$ cat src/rtl/cvt_pkg.sv
package cvt_pkg;
  // register select codes carried in the command byte
  localparam logic [1:0] RS_CTL  = 2'b00;
  localparam logic [1:0] RS_MODE = 2'b01;
  localparam logic [1:0] RS_RSV  = 2'b10;
  localparam logic [1:0] RS_DATA = 2'b11;

  localparam int CMD_RW_BIT  = 6;
  localparam int CMD_RS_LO   = 4;
  localparam int MODE_PD_BIT = 7;
  localparam int BYTE_W      = 8;

  typedef enum logic {PH_CMD, PH_XFER} phase_e;

  function automatic logic [7:0] status_byte(input logic rdy, input logic err,
                                             input logic wl, input logic [1:0] ch);
    return {rdy, err, 2'b00, 1'b1, wl, ch};
  endfunction
endpackage

$ cat src/rtl/cvt_sync.sv
module cvt_sync #(
  parameter int W = 3,
  parameter int STAGES = 2,
  parameter logic [W-1:0] RST_VAL = '0
) (
  input  logic         clk,
  input  logic         rst_n,
  input  logic [W-1:0] d,
  output logic [W-1:0] q
);
  logic [W-1:0] st [STAGES];

  for (genvar g = 0; g < STAGES; g++) begin : g_stage
    if (g == 0) begin : g_first
      always_ff @(posedge clk or negedge rst_n)
        if (!rst_n) st[g] <= RST_VAL;
        else        st[g] <= d;
    end else begin : g_next
      always_ff @(posedge clk or negedge rst_n)
        if (!rst_n) st[g] <= RST_VAL;
        else        st[g] <= st[g-1];
    end
  end

  assign q = st[STAGES-1];
endmodule

$ cat src/rtl/cvt_spi_front.sv
module cvt_spi_front #(
  parameter int SYNC_STAGES = 2
) (
  input  logic clk,
  input  logic rst_n,
  input  logic sclk,
  input  logic cs_n,
  input  logic din,
  output logic bit_stb,
  output logic cs_act,
  output logic din_s
);
  logic [2:0] raw, synced;
  logic       sclk_prev;

  assign raw = {sclk, cs_n, din};

  cvt_sync #(.W(3), .STAGES(SYNC_STAGES), .RST_VAL(3'b110)) u_sync (
    .clk(clk), .rst_n(rst_n), .d(raw), .q(synced)
  );

  always_ff @(posedge clk or negedge rst_n)
    if (!rst_n) sclk_prev <= 1'b1;
    else        sclk_prev <= synced[2];

  // a rising serial clock edge is taken only while selected
  assign bit_stb = synced[2] & ~sclk_prev & ~synced[1];
  assign cs_act  = ~synced[1];
  assign din_s   = synced[0];
endmodule

$ cat src/rtl/cvt_xfer_ctrl.sv
module cvt_xfer_ctrl
  import cvt_pkg::*;
#(
  parameter int DATA_W = 24
) (
  input  logic              clk,
  input  logic              rst_n,
  input  logic              bit_stb,
  input  logic              cs_act,
  input  logic              din,
  input  logic [7:0]        status_b,
  input  logic [7:0]        mode_b,
  input  logic [DATA_W-1:0] data_b,
  output logic              mode_we,
  output logic [7:0]        mode_wd,
  output logic              rd_active,
  output logic              rd_done,
  output logic              tx_en,
  output logic              tx_bit
);
  localparam int CW = $clog2(DATA_W + 1);
  localparam int PAD = DATA_W - BYTE_W;

  phase_e            phase;
  logic [CW-1:0]     cnt, len;
  logic [7:0]        rx;
  logic [7:0]        rx_nx;
  logic [DATA_W-1:0] tx, load_val;
  logic              is_read;
  logic [1:0]        sel;
  logic              cmd_last, xfer_last;
  logic              nx_read;
  logic [1:0]        nx_sel;

  assign rx_nx     = {rx[6:0], din};
  assign nx_read   = rx_nx[CMD_RW_BIT];
  assign nx_sel    = rx_nx[CMD_RS_LO +: 2];
  assign cmd_last  = (cnt == CW'(BYTE_W - 1));
  assign xfer_last = (cnt == len - CW'(1));

  always_comb begin
    load_val = '0;
    if (nx_read) begin
      case (nx_sel)
        RS_CTL:  load_val = {status_b, {PAD{1'b0}}};
        RS_MODE: load_val = {mode_b, {PAD{1'b0}}};
        RS_RSV:  load_val = '0;
        default: load_val = data_b;
      endcase
    end
  end

  always_ff @(posedge clk or negedge rst_n) begin
    if (!rst_n) begin
      phase   <= PH_CMD;
      cnt     <= '0;
      len     <= CW'(BYTE_W);
      rx      <= '0;
      tx      <= '0;
      is_read <= 1'b0;
      sel     <= RS_CTL;
    end else if (!cs_act) begin
      phase <= PH_CMD;
      cnt   <= '0;
    end else if (bit_stb) begin
      rx <= rx_nx;
      if (phase == PH_CMD) begin
        if (cmd_last) begin
          cnt     <= '0;
          phase   <= PH_XFER;
          is_read <= nx_read;
          sel     <= nx_sel;
          len     <= (nx_sel == RS_DATA) ? CW'(DATA_W) : CW'(BYTE_W);
          tx      <= load_val;
        end else begin
          cnt <= cnt + CW'(1);
        end
      end else begin
        tx <= {tx[DATA_W-2:0], 1'b0};
        if (xfer_last) begin
          cnt   <= '0;
          phase <= PH_CMD;
        end else begin
          cnt <= cnt + CW'(1);
        end
      end
    end
  end

  logic xfer_end;
  assign xfer_end  = bit_stb && cs_act && (phase == PH_XFER) && xfer_last;
  assign mode_we   = xfer_end && !is_read && (sel == RS_MODE);
  assign mode_wd   = rx_nx;
  assign rd_done   = xfer_end && is_read && (sel == RS_DATA);
  assign rd_active = (phase == PH_XFER) && is_read && (sel == RS_DATA);
  assign tx_en     = (phase == PH_XFER) && is_read;
  assign tx_bit    = tx[DATA_W-1];
endmodule

$ cat src/rtl/cvt_flags.sv
module cvt_flags #(
  parameter int DATA_W = 24
) (
  input  logic              clk,
  input  logic              rst_n,
  input  logic              acc,
  input  logic [DATA_W-1:0] res_data,
  input  logic              res_clamp,
  input  logic              soon,
  input  logic              pd_set,
  input  logic              conv_start,
  input  logic              rd_done,
  output logic              rdy,
  output logic              err,
  output logic [DATA_W-1:0] data_q
);
  always_ff @(posedge clk or negedge rst_n) begin
    if (!rst_n) begin
      rdy    <= 1'b1;
      err    <= 1'b0;
      data_q <= '0;
    end else begin
      if (acc) data_q <= res_data;
      // set by power-down or completed read beats a fresh result; the result beats the warning
      if (pd_set || rd_done) rdy <= 1'b1;
      else if (acc)          rdy <= 1'b0;
      else if (soon)         rdy <= 1'b1;
      if (acc)             err <= res_clamp;
      else if (conv_start) err <= 1'b0;
    end
  end
endmodule

$ cat src/rtl/cvt_regif.sv
module cvt_regif
  import cvt_pkg::*;
#(
  parameter int DATA_W = 24,
  parameter int SYNC_STAGES = 2
) (
  input  logic              clk,
  input  logic              rst_n,
  input  logic              spi_sclk,
  input  logic              spi_cs_n,
  input  logic              spi_mosi,
  output logic              spi_miso,
  output logic              spi_miso_oe,
  input  logic              res_valid,
  output logic              res_ready,
  input  logic [DATA_W-1:0] res_data,
  input  logic              res_clamp,
  input  logic              res_soon,
  output logic [1:0]        chan,
  output logic              pwdn
);
  localparam logic WL_ID = (DATA_W == 24);

  logic              bit_stb, cs_act, din_s;
  logic              mode_we, rd_active, rd_done, tx_en, tx_bit;
  logic [7:0]        mode_wd, mode_q, status_b;
  logic              rdy, err, acc, pd_set, conv_start;
  logic [DATA_W-1:0] data_q;

  cvt_spi_front #(.SYNC_STAGES(SYNC_STAGES)) u_front (
    .clk(clk), .rst_n(rst_n), .sclk(spi_sclk), .cs_n(spi_cs_n), .din(spi_mosi),
    .bit_stb(bit_stb), .cs_act(cs_act), .din_s(din_s)
  );

  cvt_xfer_ctrl #(.DATA_W(DATA_W)) u_xfer (
    .clk(clk), .rst_n(rst_n), .bit_stb(bit_stb), .cs_act(cs_act), .din(din_s),
    .status_b(status_b), .mode_b(mode_q), .data_b(data_q),
    .mode_we(mode_we), .mode_wd(mode_wd), .rd_active(rd_active), .rd_done(rd_done),
    .tx_en(tx_en), .tx_bit(tx_bit)
  );

  always_ff @(posedge clk or negedge rst_n)
    if (!rst_n)       mode_q <= '0;
    else if (mode_we) mode_q <= mode_wd;

  assign pwdn       = mode_q[MODE_PD_BIT];
  assign chan       = mode_q[1:0];
  assign res_ready  = !pwdn && !rd_active;
  assign acc        = res_valid && res_ready;
  assign pd_set     = mode_we && mode_wd[MODE_PD_BIT] && !mode_q[MODE_PD_BIT];
  assign conv_start = mode_we && !mode_wd[MODE_PD_BIT];

  cvt_flags #(.DATA_W(DATA_W)) u_flags (
    .clk(clk), .rst_n(rst_n), .acc(acc), .res_data(res_data), .res_clamp(res_clamp),
    .soon(res_soon), .pd_set(pd_set), .conv_start(conv_start), .rd_done(rd_done),
    .rdy(rdy), .err(err), .data_q(data_q)
  );

  assign status_b    = status_byte(rdy, err, WL_ID, mode_q[1:0]);
  assign spi_miso    = tx_en ? tx_bit : rdy;
  assign spi_miso_oe = cs_act;
endmodule

$ cat config.mk
export PLATFORM = sky130hd
export DESIGN_NAME = cvt_regif
export DESIGN_NICKNAME = d
export VERILOG_FILES = /design/src/rtl/cvt_pkg.sv /design/src/rtl/cvt_sync.sv /design/src/rtl/cvt_spi_front.sv /design/src/rtl/cvt_xfer_ctrl.sv /design/src/rtl/cvt_flags.sv /design/src/rtl/cvt_regif.sv
export SDC_FILE = /design/constraint.sdc
export NUM_CORES = 1
export LEC_CHECK = 0
export ABC_AREA = 0
export BUFFER_PORTS_ARGS = -buffer_cell sky130_fd_sc_hd__buf_2
export CORE_MARGIN = 10
export CORE_UTILIZATION = 54
export CTS_CLUSTER_SIZE = 24
export DETAILED_ROUTE_END_ITERATION = 8
export PLACE_DENSITY = 0.75
export SYNTH_ARGS = -nofsm -noshare
export SYNTH_HDL_FRONTEND = slang
export SYNTH_SLANG_ARGS = --single-unit
$ cat constraint.sdc
create_clock -name clk -period 4.2 [get_ports clk]
set_input_delay 0.21 -clock clk [delete_from_list [all_inputs] [get_ports clk]]
set_output_delay 0.21 -clock clk [all_outputs]
set_load 0.01 [all_outputs]
==> results.json <==
{
  "final_layout_size_suffix_gt1_frac": 0.360,
  "fin_tns_setup_ns": 0,
  "p_int_mw": 1.17,
  "routed_wl_um": 6550,
  "power_mw": 1.63,
  "post_synth.cell_area_avg_um2": 12.8,
  "switching_share": 0.279,
  "wl_per_cell_um": 16.6,
  "start_util": 0.557,
  "rsz0062_at_grt": "no",
  "area_growth_pct": 10.7,
  "async_flop_share": 1.00,
  "yosysSeqAreaShare": 0.583,
  "clockPowerShare": 0.316,
  "diodes": 0,
  "insertion_delay_ns": 0.35,
  "ant_nets": 0,
  "fin_nets": 345,
  "cts_tree": "built",
  "die_x_um": 101,
  "grt_pass1_vias": 2314,
  "status": "finished clean",
  "finalCritPeriodShare": 0.528,
  "synth.distinct_cells": 45,
  "htree_num_levels": 3,
  "antenna_found_initial": 0,
  "root_buffer": "clkbuf_8",
  "pwr-share-seq": 0.566,
  "cts.sinks": 82,
  "io_pins": 38,
  "worstPathRequired_ns": 4.47,
  "firstDrtPassIters": 4,
  "dieArea_um2": 10200,
  "synth_warnings": 0,
  "clkTransAtPathRegs_ns": 0.09,
  "row_count": 29,
  "worstHoldPathType": "in -> async",
  "syn_inst": 277,
  "via_per_inst": 5.61,
  "finalSetupViolations": 0,
  "max_slew_margin": 0.330,
  "clk_path_buf_depth": 2,
  "power_density_nw_per_um2": 416,
  "cp-end-kind": "register",
  "cp_max_fo": 20,
  "ys.flop_type": "dfrtp_1",
  "critical_path_arrival_ns": 2.48,
  "grt_pass1_wl_um": 11100,
  "whs_ns": 0.0242,
  "coreArea_um2": 6350,
  "start_kind": "register",
  "synth_nets": 310,
  "skew_ns": 0.0111,
  "numCtsBuffers": 9,
  "worst-setup-path-type": "reg -> reg",
  "grt_start_max_net_pins": 83,
  "gr-total-overflow": 0,
  "cap_violations": 0,
  "io_buffers": 37,
  "peakVddDrop_uv": 287,
  "place_congestion": 0.782,
  "synth_edf_count": 0,
  "tightest_slew_ns": 1.00,
  "hold_violations": 0,
  "slew_violations": 0,
  "num_vias": 2209,
  "netSwitchingPower_uw": 453,
  "max_freq_mhz": 451,
  "p_leak_nw": 1.71,
  "post-route-util": 0.616,
  "drc": 0,
  "hpwlAfterDp_um": 4470,
  "p_comb_frac": 0.118,
  "die_h_um": 101,
  "ys_ff_latch": 82,
  "syn_area_um2": 3530,
  "finalCriticalPeriod_ns": 2.22,
  "grt_usage": 0.138,
  "drt_iter0_drc": 133
}
[metrics by stage]
stage               area [um^2]  instances  setup WS [ns]
floorplan                  3530        277           2.59
global placement           3710        375           2.06
detailed placement         3710        375           1.99
CTS                        3910        394           2.01
global route               3910        394           1.81
finish                     3910        394           1.98
[state kept, by name, indices dropped and copies added, names as in the netlist, 2 cells and up]
name               cells
mode_q                 8
u_flags.data_q        24
u_front.u_sync.q       3
u_front.u_sync.st      3
u_xfer.cnt             5
u_xfer.rx              7
u_xfer.sel             2
u_xfer.tx             24
[cell usage in the layout, fill, tap and decap left out, types with 2 or more instances in the layout]
cell	count
mux2_2	45
nand3_1	5
a22o_1	2
inv_6	2
dlygate4sd3_1	3
nor3b_1	2
mux2i_1	4
clkbuf_8	9
dfrtp_1	76
clkinv_4	2
dfstp_2	6
a22oi_1	17
o21ai_1	4
nor4bb_1	2
buf_2	36
a221oi_1	4
inv_1	2
nand2_1	34
o21ai_0	22
xor2_1	2
nor2_1	4
and2_1	2
xnor2_1	2
a2bb2oi_1	2
clkinv_2	2
buf_4	2
a21oi_1	2
nand2b_1	2
[cell type report]
class                   count  area, um^2
fillers                   509        2440
clock buffers               9         124
well taps                  77        96.3
repair buffers             41         225
clock inverters             7        52.6
inverters                   2        7.51
flip-flops and latches     82        2060
multi-input cells         176        1350
[repair_timing]
action,4_1_cts,5_1_grt
hold buffers,3,0
endpoints found under the hold margin,3,0
gates resized for setup,0,0
buffers inserted,0,0
endpoints found under the setup margin,0,0
[cells in the mapped netlist, drive strengths merged, types with 3 or more instances]
master / n / area [um^2]
a22oi: 17 / 128
nand3: 5 / 25.0
nor2: 5 / 21.3
nor3b: 3 / 33.8
a221oi: 4 / 35.0
buf: 15 / 110
dfstp: 6 / 158
nand2: 35 / 134
mux2: 45 / 507
dfrtp: 76 / 1900
o21ai: 27 / 146
mux2i: 4 / 40.0
[final timing paths]
kind	depth (start not counted)	start	to	slack, ns
max	5	u_xfer.phase	u_xfer.tx[14]	1.98
max in group asynchronous	1	rst_n	u_flags.data_q[16]	3.53
min in group clk	2	res_data[15]	u_flags.data_q[15]	0.08
min reg2reg	0	u_front.u_sync.st[3]	u_front.u_sync.q[0]	0.36
min	1	rst_n	u_front.u_sync.st[3]	0.02
max reg2reg	5	u_xfer.phase	u_xfer.tx[14]	1.98
[critical path: stages, from the launching register on]
cell and delay, ns:
dfrtp_1 0.60, buf_4 0.33, nor2b_2 0.25, and2_1 0.61, a22oi_1 0.14, o21ai_0 0.21
[kinds of logic (layout without fill, tap and decap cells)]
group,Yosys count,count (layout),synth area share
flops,82,82,0.583
simple gates,62,62,0.0966
compound gates,60,60,0.117
mux,49,49,0.155
buf+inv,19,59,0.0357
xor+xnor,4,4,0.00991
fa+ha+maj,1,1,0.00354
[power groups by stage]
stage                     Clock, mW  Sequential, mW  Combinational (mW)
after floorplan                   0           0.894               0.168
after global placement            0           0.934               0.184
after detailed placement          0           0.937               0.191
after CTS                     0.529           0.922               0.194
after global routing          0.564           0.934               0.215
final                         0.514           0.921               0.191
[metal layers]
layer | vias to the layer above | share of wire | track usage
li1 | 1068 | - | -
met1 | 1108 | 0.45 | 0.169
met2 | 25 | 0.51 | 0.222
met3 | 8 | 0.031 | 0.0350
met4 | 0 | 0.016 | 0.0643
met5 | - | 0 | 0
Note: power is estimated with default switching activity, not from simulation.
